`src/rtl/intr_exc_pkg.sv`:
```
package intr_exc_pkg;
  localparam int unsigned XLEN   = 32;
  localparam int unsigned N_IRQ  = 8;
  localparam int unsigned N_SW   = 2;
  localparam int unsigned N_HW   = 5;
  localparam int unsigned IRQ_LSB = 8;  // pending/mask field base in cause/status
  localparam int unsigned BD_BIT  = 31;
  localparam int unsigned CODE_LSB = 2;
  localparam int unsigned CODE_W   = 5;
  localparam logic [CODE_W-1:0] CODE_INT = '0;

  typedef enum logic [1:0] {
    SEL_STATUS = 2'd0,
    SEL_CAUSE  = 2'd1,
    SEL_EPC    = 2'd2,
    SEL_NONE   = 2'd3
  } reg_sel_e;

  function automatic logic [XLEN-1:0] pack_status(
    input logic [N_IRQ-1:0] im, input logic ie, input logic exl, input logic erl);
    logic [XLEN-1:0] v;
    v = '0;
    v[IRQ_LSB +: N_IRQ] = im;
    v[0] = ie;
    v[1] = exl;
    v[2] = erl;
    return v;
  endfunction

  function automatic logic [XLEN-1:0] pack_cause(
    input logic bd, input logic [N_IRQ-1:0] ip, input logic [CODE_W-1:0] code);
    logic [XLEN-1:0] v;
    v = '0;
    v[BD_BIT] = bd;
    v[IRQ_LSB +: N_IRQ] = ip;
    v[CODE_LSB +: CODE_W] = code;
    return v;
  endfunction
endpackage

```
`src/rtl/intr_src.sv`:
```
module intr_src
  import intr_exc_pkg::*;
#(
  parameter int unsigned TIED_IDX = 4
) (
  input  logic             clk_i,
  input  logic             rst_ni,
  input  logic [N_HW-1:0]  hw_int_i,
  input  logic             timer_i,
  input  logic             sw_we_i,
  input  logic [N_SW-1:0]  sw_wdata_i,
  output logic [N_IRQ-1:0] ip_o
);
  localparam logic [N_HW-1:0] LIVE_MASK = ~(N_HW'(1) << TIED_IDX);

  logic [N_SW-1:0] sw_q;
  logic [N_HW-1:0] hw_pend;

  always_ff @(posedge clk_i or negedge rst_ni) begin
    if (!rst_ni)      sw_q <= '0;
    else if (sw_we_i) sw_q <= sw_wdata_i;
  end

  // hardware pending is level-following, not latched
  assign hw_pend = hw_int_i & LIVE_MASK;
  assign ip_o    = {timer_i, hw_pend, sw_q};

  AST_SW_HOLD: assert property (@(posedge clk_i) disable iff (!rst_ni)
    !sw_we_i |=> $stable(sw_q));
  AST_SW_LOAD: assert property (@(posedge clk_i) disable iff (!rst_ni)
    sw_we_i |=> sw_q == $past(sw_wdata_i));
endmodule

```
`src/rtl/intr_status.sv`:
```
module intr_status
  import intr_exc_pkg::*;
(
  input  logic             clk_i,
  input  logic             rst_ni,
  input  logic             wr_i,
  input  logic [N_IRQ-1:0] im_wdata_i,
  input  logic [2:0]       ctl_wdata_i,  // {erl, exl, ie}
  input  logic             take_i,
  output logic [N_IRQ-1:0] im_o,
  output logic             ie_o,
  output logic             exl_o,
  output logic             erl_o,
  output logic             gate_o
);
  logic [N_IRQ-1:0] im_q;
  logic ie_q, exl_q, erl_q;

  always_ff @(posedge clk_i or negedge rst_ni) begin
    if (!rst_ni) begin
      im_q  <= '0;
      ie_q  <= 1'b0;
      exl_q <= 1'b0;
      erl_q <= 1'b0;
    end else begin
      if (wr_i) begin
        im_q  <= im_wdata_i;
        ie_q  <= ctl_wdata_i[0];
        exl_q <= ctl_wdata_i[1];
        erl_q <= ctl_wdata_i[2];
      end
      // take wins over a concurrent write for the level bit
      if (take_i) exl_q <= 1'b1;
    end
  end

  assign im_o   = im_q;
  assign ie_o   = ie_q;
  assign exl_o  = exl_q;
  assign erl_o  = erl_q;
  assign gate_o = ie_q & ~exl_q & ~erl_q;

  AST_EXL_ON_TAKE: assert property (@(posedge clk_i) disable iff (!rst_ni)
    take_i |=> exl_q);
  AST_WR_TAKE_MERGE: assert property (@(posedge clk_i) disable iff (!rst_ni)
    (take_i && wr_i) |=> (exl_q && im_q == $past(im_wdata_i) && ie_q == $past(ctl_wdata_i[0])));
endmodule

```
`src/rtl/intr_capture.sv`:
```
module intr_capture
  import intr_exc_pkg::*;
#(
  parameter int unsigned INSTR_BYTES = 4
) (
  input  logic              clk_i,
  input  logic              rst_ni,
  input  logic [N_IRQ-1:0]  ip_i,
  input  logic [N_IRQ-1:0]  im_i,
  input  logic              gate_i,
  input  logic              pc_valid_i,
  input  logic [XLEN-1:0]   pc_i,
  input  logic              slot_i,
  input  logic              epc_we_i,
  input  logic [XLEN-1:0]   epc_wdata_i,
  output logic              take_o,
  output logic [XLEN-1:0]   epc_o,
  output logic              bd_o,
  output logic [CODE_W-1:0] code_o,
  output logic              redirect_o
);
  logic [XLEN-1:0]   epc_q;
  logic              bd_q, redir_q;
  logic [CODE_W-1:0] code_q;
  logic [XLEN-1:0]   epc_nxt;

  assign take_o  = gate_i & pc_valid_i & (|(ip_i & im_i));
  assign epc_nxt = slot_i ? (pc_i - XLEN'(INSTR_BYTES)) : pc_i;

  always_ff @(posedge clk_i or negedge rst_ni) begin
    if (!rst_ni) begin
      epc_q   <= '0;
      bd_q    <= 1'b0;
      code_q  <= '0;
      redir_q <= 1'b0;
    end else begin
      redir_q <= take_o;
      if (take_o) begin
        epc_q  <= epc_nxt;
        bd_q   <= slot_i;
        code_q <= CODE_INT;
      end else if (epc_we_i) begin
        epc_q  <= epc_wdata_i;
      end
    end
  end

  assign epc_o      = epc_q;
  assign bd_o       = bd_q;
  assign code_o     = code_q;
  assign redirect_o = redir_q;

  AST_SLOT_REWIND: assert property (@(posedge clk_i) disable iff (!rst_ni)
    (take_o && slot_i) |=> (bd_q && epc_q == $past(pc_i) - XLEN'(INSTR_BYTES)));
  AST_PLAIN_EPC: assert property (@(posedge clk_i) disable iff (!rst_ni)
    (take_o && !slot_i) |=> (!bd_q && epc_q == $past(pc_i)));
  AST_REDIR_PULSE: assert property (@(posedge clk_i) disable iff (!rst_ni)
    redir_q |=> !redir_q);
endmodule

```
`src/rtl/intr_exc_ctrl.sv`:
```
module intr_exc_ctrl
  import intr_exc_pkg::*;
#(
  parameter logic [31:0] VEC_BASE    = 32'h8000_0000,
  parameter logic [31:0] VEC_OFS     = 32'h0000_0180,
  parameter int unsigned TIED_IDX    = 4,
  parameter int unsigned INSTR_BYTES = 4
) (
  input  logic        clk_i,
  input  logic        rst_ni,
  input  logic [4:0]  hw_int_i,
  input  logic        timer_int_i,
  input  logic [31:0] pc_i,
  input  logic        pc_valid_i,
  input  logic        in_slot_i,
  input  logic        reg_we_i,
  input  logic [1:0]  reg_sel_i,
  input  logic [31:0] reg_wdata_i,
  output logic [31:0] reg_rdata_o,
  output logic        redirect_o,
  output logic [31:0] redirect_pc_o
);
  reg_sel_e sel;
  logic [N_IRQ-1:0]  ip, im;
  logic              ie, exl, erl, gate, take, bd;
  logic [XLEN-1:0]   epc;
  logic [CODE_W-1:0] code;
  logic              wr_status, wr_cause, wr_epc;

  assign sel       = reg_sel_e'(reg_sel_i);
  assign wr_status = reg_we_i && (sel == SEL_STATUS);
  assign wr_cause  = reg_we_i && (sel == SEL_CAUSE);
  assign wr_epc    = reg_we_i && (sel == SEL_EPC);

  intr_src #(.TIED_IDX(TIED_IDX)) u_src (
    .clk_i      (clk_i),
    .rst_ni     (rst_ni),
    .hw_int_i   (hw_int_i),
    .timer_i    (timer_int_i),
    .sw_we_i    (wr_cause),
    .sw_wdata_i (reg_wdata_i[IRQ_LSB +: N_SW]),
    .ip_o       (ip)
  );

  intr_status u_status (
    .clk_i       (clk_i),
    .rst_ni      (rst_ni),
    .wr_i        (wr_status),
    .im_wdata_i  (reg_wdata_i[IRQ_LSB +: N_IRQ]),
    .ctl_wdata_i (reg_wdata_i[2:0]),
    .take_i      (take),
    .im_o        (im),
    .ie_o        (ie),
    .exl_o       (exl),
    .erl_o       (erl),
    .gate_o      (gate)
  );

  intr_capture #(.INSTR_BYTES(INSTR_BYTES)) u_cap (
    .clk_i       (clk_i),
    .rst_ni      (rst_ni),
    .ip_i        (ip),
    .im_i        (im),
    .gate_i      (gate),
    .pc_valid_i  (pc_valid_i),
    .pc_i        (pc_i),
    .slot_i      (in_slot_i),
    .epc_we_i    (wr_epc),
    .epc_wdata_i (reg_wdata_i),
    .take_o      (take),
    .epc_o       (epc),
    .bd_o        (bd),
    .code_o      (code),
    .redirect_o  (redirect_o)
  );

  always_comb begin
    unique case (sel)
      SEL_STATUS: reg_rdata_o = pack_status(im, ie, exl, erl);
      SEL_CAUSE:  reg_rdata_o = pack_cause(bd, ip, code);
      SEL_EPC:    reg_rdata_o = epc;
      default:    reg_rdata_o = '0;
    endcase
  end

  assign redirect_pc_o = VEC_BASE + VEC_OFS;

  AST_REDIR_QUALIFIED: assert property (@(posedge clk_i) disable iff (!rst_ni)
    redirect_o |-> $past(ie && !erl && pc_valid_i && (|(ip & im))));
  AST_REDIR_LEVEL: assert property (@(posedge clk_i) disable iff (!rst_ni)
    redirect_o |-> exl);
  AST_TIED_QUIET: assert property (@(posedge clk_i) disable iff (!rst_ni)
    (ip[N_SW +: N_HW] == '0 && !ip[N_IRQ-1] && ip[N_SW-1:0] == '0) |=> !redirect_o);
endmodule

```
`config.mk`:
```
export PLATFORM = sky130hd
export DESIGN_NAME = intr_exc_ctrl
export DESIGN_NICKNAME = d
export VERILOG_FILES = /design/src/rtl/intr_exc_pkg.sv /design/src/rtl/intr_src.sv /design/src/rtl/intr_status.sv /design/src/rtl/intr_capture.sv /design/src/rtl/intr_exc_ctrl.sv
export SDC_FILE = /design/constraint.sdc
export NUM_CORES = 1
export LEC_CHECK = 0
export BUFFER_PORTS_ARGS = -buffer_cell sky130_fd_sc_hd__buf_2
export CAP_MARGIN = 20
export CORE_MARGIN = 8
export CORE_UTILIZATION = 36
export CTS_CLUSTER_DIAMETER = 30
export DETAILED_ROUTE_END_ITERATION = 8
export MAX_ROUTING_LAYER = met4
export PLACE_DENSITY = 0.6
export REMOVE_ABC_BUFFERS = 1
export SYNTH_ARGS = -nofsm -noshare
export SYNTH_HDL_FRONTEND = slang
export SYNTH_SLANG_ARGS = --single-unit
```
`constraint.sdc`:
```
create_clock -name clk_i -period 3.1 [get_ports clk_i]
set_input_delay 0 -clock clk_i [delete_from_list [all_inputs] [get_ports clk_i]]
set_output_delay 0 -clock clk_i [all_outputs]
set_load 0.05 [all_outputs]
```
# == Word-level counts from Yosys, hierarchy flattened ==
# Index checks and enable logic that the tools add are counted.
# totals
regBits,47
wordCells,31
input_bits,77
output_inout_bits,65
# op_classes
reduce_logical,7
add_sub_neg,1
n_eq_ne,2
muxes,6
bitwise_logic,7
# ops
op,n
$mux 32,3
$pmux 32 s3,1
$sub 32x3->32 const B,1
$and 8x8->8,1
$reduce_or 8->1,1
$and 1x1->1,4
$reduce_bool 2->1,2
$logic_and 1x1->1,3
$eq 2x1->1 const B,1
$eq 2x2->1 const B,1
$logic_not 2->1,1
$mux 1,2
$not 1->1,2

# == Logic depth before layout (Yosys ltp) ==
# logic_depth
ltp_word,6
ltp_mapped,8
ltp_nobuf,7

# == Modules after synthesis ==
# Synthesis repeated with hierarchy kept, for this count alone.
# unflattened
cells_unflattened,360
hier_area_um2,3515.9
# modules_own_cells
module,n_inst,seq_area_each_um2,cells_per_inst,area_per_inst_um2
intr_capture,1,850.8,236,2253.4
intr_exc_ctrl,1,0.0,88,684.4
intr_status,1,275.3,25,456.7
intr_src,1,50.0,11,121.4

# == Least setup slack after synthesis ==
# Ideal clock, no wire load.
# synth_path
path_type,input -> output
from,input port reg_sel_i[1]
to,output port reg_rdata_o[10]
path_stages,3
arrival_time_ns,1.675
path_slack_ns,1.425
required_time_ns,3.100
path_buffers,1
path_cell_list,buf_1 -> mux2i_1 -> o21ai_0
# synth_via
elab_chain_len,2
elab_cells_between_ends,4
classes_between,eq/ne: 2; mux: 1; reduce/logical: 1
# synth_lines
item,line_no,rtl
"start, declared",intr_exc_ctrl.sv:17,"input logic [1:0] reg_sel_i,"
$eq 2x2->1 (tied with other cells),intr_exc_ctrl.sv:78,unique case (sel)
$pmux 32 s3 *,intr_exc_ctrl.sv:78,
"end, declared",intr_exc_ctrl.sv:19,"output logic [31:0] reg_rdata_o,"
# Every way passes the cells marked *; elsewhere a longest branch is shown, timed or not.

# == Worst setup path after layout ==
# layout_path
from,register u_status.im_q[4] (netlist: u_status.im_o[4])
to,register u_cap.epc_q[5] (netlist: u_cap.epc_o[5])
# layout_via
elab_chain_len,4
elab_cells_between_ends,5
classes_between,mux: 1; bitwise: 2; reduce/logical: 2
# layout_lines
item,line_no,rtl
"start, declared",intr_status.sv:16,logic [N_IRQ-1:0] im_q;
"start signal, assigned",intr_status.sv:27,im_q <= im_wdata_i;
$and 8x8->8 *,intr_capture.sv:27,assign take_o = gate_i & pc_valid_i & (|(ip_i & im_i));
$reduce_or 8->1 *,intr_capture.sv:27,
$and 1x1->1 *,intr_capture.sv:27,
$mux 32 or $reduce_bool 2->1 (tied branches),--,
"end signal, assigned",intr_capture.sv:39,epc_q <= epc_nxt;
"end signal, assigned",intr_capture.sv:43,epc_q <= epc_wdata_i;
"end, declared",intr_capture.sv:22,logic [XLEN-1:0] epc_q;
# Marked as above.
# A chain may end at the register's enable or synchronous reset.

==> run metrics <==
CTS sink count=47; latest clock arrival within the worst-skew pair=~0.29 ns; mux contribution to synthesized area=10.4%; Reg-to-Reg End=u_cap.epc_o[5]; area grow syn2layout=24.7%; Synth Area in XOR/XNOR=7.06%; worst slew pin tran=0.968 ns; slowest CP cell=a222oi_1; post-CTS sizing=0; Die Height=between 100 and 150 µm; share of layout cells above drive strength 1=31.0%; H-tree levels=2; FF-to-FF setup slack=roughly 1.0 ns; CP max stage delay=0.47 ns; Setup Fix Bufs, Post-CTS=0; max-slew violation count=0; Worst Setup End Kind=flip-flop; initial antenna violation count=0; # rows=35; yosys warns=0; DIE AREA=12600 µm²; top-area cell type share of the netlist area=35.1%; RSZ-0062 raised after global routing=false; clk slew on worst S/H paths=approximately 0.10 ns; LEAKAGE=roughly 0.002 µW; post-route cell area=4180 µm²; Worst Path Arrival=2.19 ns; largest family of logic cells by synthesized area=simple AND/OR/NAND/NOR gates; post-DR wirelength/cell=16.5 µm; Root Buffer=clkbuf_8; TritonCTS clock tree=done; Final Hold Viols=0; end of the critical path=u_cap.epc_o[5]; crit-path max FO=29; Yosys top cell by area=dfrtp_1; gr ovfl total=0; startpoint types=flip-flop; via count=2944; Pre-Repair DR Iteration Count=4; clock buffer depth=2; flip-flop and latch area=~1200 µm²; global-route usage over all layers=15.7%; post-synthesis cell area=3350 µm²; hold path startpoint=pc_i[9]; Synth cell types=43; post-route ant nets=0; vias per inst=~5; Mapped Cells=365; Critical Path Source=u_status.im_o[4]; Seq/Total Area, Yosys=35.1%; final setup violation count=0; vias in the first global route=3188; DRC errors left=0; Cells after DPL=562; reg2reg start=u_status.im_o[4]; worst ir drop on vdd=around 230 µV; largest net degree at the start of global routing=48; Yosys reg bits=between 40 and 50; drt first-iter violations=149; post-synthesis compound-gate area fraction=12.8%; first-pass GRT wire length=16000 µm; Die X=112 µm; CTS Buf Count=5; critical path data required time=3.24 ns; Core Region=just over 9000 µm²; Finished Layout Cells=589; Multi-input gate area=1970 µm²; run status=complete, no violations; R2R depth=5; Fmax=0.487 GHz; detailed placer's ending HPWL=7160 µm; most area-consuming cells after synthesis=dfrtp_1 (35%), buf_4 (7.2%), mux2i_1 (6.0%); Cell Area, Placed=between 3000 and 4000 µm²; Initial Utilization=between 30% and 40%; Post-CTS Hold Buffers=18; NumNets Final=between 500 and 600; Synth Area per Inst=9.17 µm²; final period utilization=66.2%; # fillers=884; post-synthesis simple-gate area fraction=24.0%; Max Clock Skew=0.00821 ns; Worst slew margin=35.2%; IO Count=142; # diodes=0; number of port buffers=between 100 and 150; Final Critical Period=2.05 ns; max cap viols=0; Hold Path Class=in -> reg; final WL=9700 µm; GPL Wtd Cong=0.795; type of the worst setup path=reg -> reg; adder-cell share of the synthesized area=0.374%; crit path cell chain=a222oi_1 -> a31oi_4 -> buf_4 -> a211oi_1 -> a31oi_1; PD cells=559 nW/µm²
-- cell type report --
| class | count | share of cell area (%) |
|---|---|---|
| clock buffers | 5 | 1.65 |
| clock inverters | 3 | 1.05 |
| inverters | 2 | 0.180 |
| multi-input cells | 290 | 47.2 |
| flip-flops and latches | 47 | 28.2 |
| well taps | 111 | 3.33 |
| repair buffers | 131 | 18.5 |
-- metrics by stage --
step | total power, µW | hold slack (ns) | TNS (ns) | setup slack (ns) | utilization [%]
detailed placement | 1870 | 0.221 | 0 | 1.03 | 42.2
global route | 2490 | 0.0269 | 0 | 0.863 | 45.6
CTS | 2360 | 0.00112 | 0 | 1.01 | 45.4
floorplan | 1610 | -0.296 | -13.13 | -0.547 | -
global placement | 1850 | 0.214 | 0 | 1.09 | 42.2
finish | 2330 | 0.0183 | 0 | 1.05 | 45.6
-- cells in the final DEF, fill, tap and decap left out, drive strengths merged, types with 20 or more instances in the layout --
master	Yosys	routed
conb	2	32
xnor2	21	21
dfrtp	47	47
and3	23	23
mux2i	20	20
buf	35	113
nand2	22	22
and2	20	20
a21oi	21	21
a211oi	23	23
-- flip-flops by register name, indices dropped and copies added (netlist names) --
signal / cells
u_cap.epc_o: 32
u_src.sw_q: 2
u_status.erl_o: 1
u_cap.redirect_o: 1
u_status.im_o: 8
u_status.ie_o: 1
u_cap.bd_o: 1
u_status.exl_o: 1
-- cell usage after synthesis, drive strengths merged --
master / number
dfrtp: 47
a222oi: 1
a21oi: 21
and2: 20
conb: 2
ha: 1
or3: 3
or2: 2
nor3b: 1
nor3: 9
nand3b: 2
xnor2: 21
inv: 2
a22o: 1
a211oi: 23
mux2: 13
nor2: 11
o21ai: 18
nand2b: 4
or4: 4
buf: 35
nand2: 22
nand3: 1
mux2i: 20
nor4: 12
nand4bb: 2
nor4bb: 1
a31oi: 3
a211o: 1
xor2: 6
a22oi: 2
clkbuf: 21
or4b: 2
nor4b: 3
nor2b: 3
and3: 23
nand4: 2
-- worst max-delay path: cells and delay by family, from the launching register on --
| family | cells | cell delay [ns] |
|---|---|---|
| buf+inv | 1 | 0.34 |
| flops | 1 | 0.40 |
| compound gates | 4 | 1.13 |
-- power breakdown --
part | internal, µW | switching (µW) | leakage, µW | total (µW)
clock network | 241 | 216 | 0.0000581 | 457
registers | 830 | 115 | 0.000562 | 945
logic | 324 | 608 | 0.00138 | 932
total | 1390 | 940 | 0.00200 | 2330
-- worst min-delay path by stage --
| stage | slack, ns | to | cells past startpoint |
|---|---|---|---|
| after floorplan | -0.30 | u_cap.bd_o | 0 |
| after global placement | 0.21 | u_cap.epc_o[0] | 3 |
| after detailed placement | 0.22 | u_cap.epc_o[1] | 3 |
| after CTS | 0.001 | u_cap.epc_o[13] | 3 |
| after global routing | 0.03 | u_cap.epc_o[22] | 3 |
| final | 0.02 | u_cap.epc_o[9] | 3 |
-- per-layer routing --
metal | wire length, µm | global-route usage [%] | up-vias
met5 | 0 | - | -
met4 | 75 | 2.34 | 0
met3 | 561 | 3.54 | 6
met2 | 4630 | 26.1 | 105
met1 | 4430 | 19.3 | 1370
li1 | - | - | 1463
-- logic make-up after synthesis --
| logic type | Yosys count |
|---|---|
| AND/OR/NAND/NOR | 127 |
| other | 2 |
| XOR/XNOR | 27 |
| AO/OA/AOI/OAI | 70 |
| flip-flops | 47 |
| multiplexers | 33 |
| adder cells (fa/ha/maj) | 1 |
| buffers and inverters | 58 |
No activity file was read; power rests on OpenSTA's default activity.
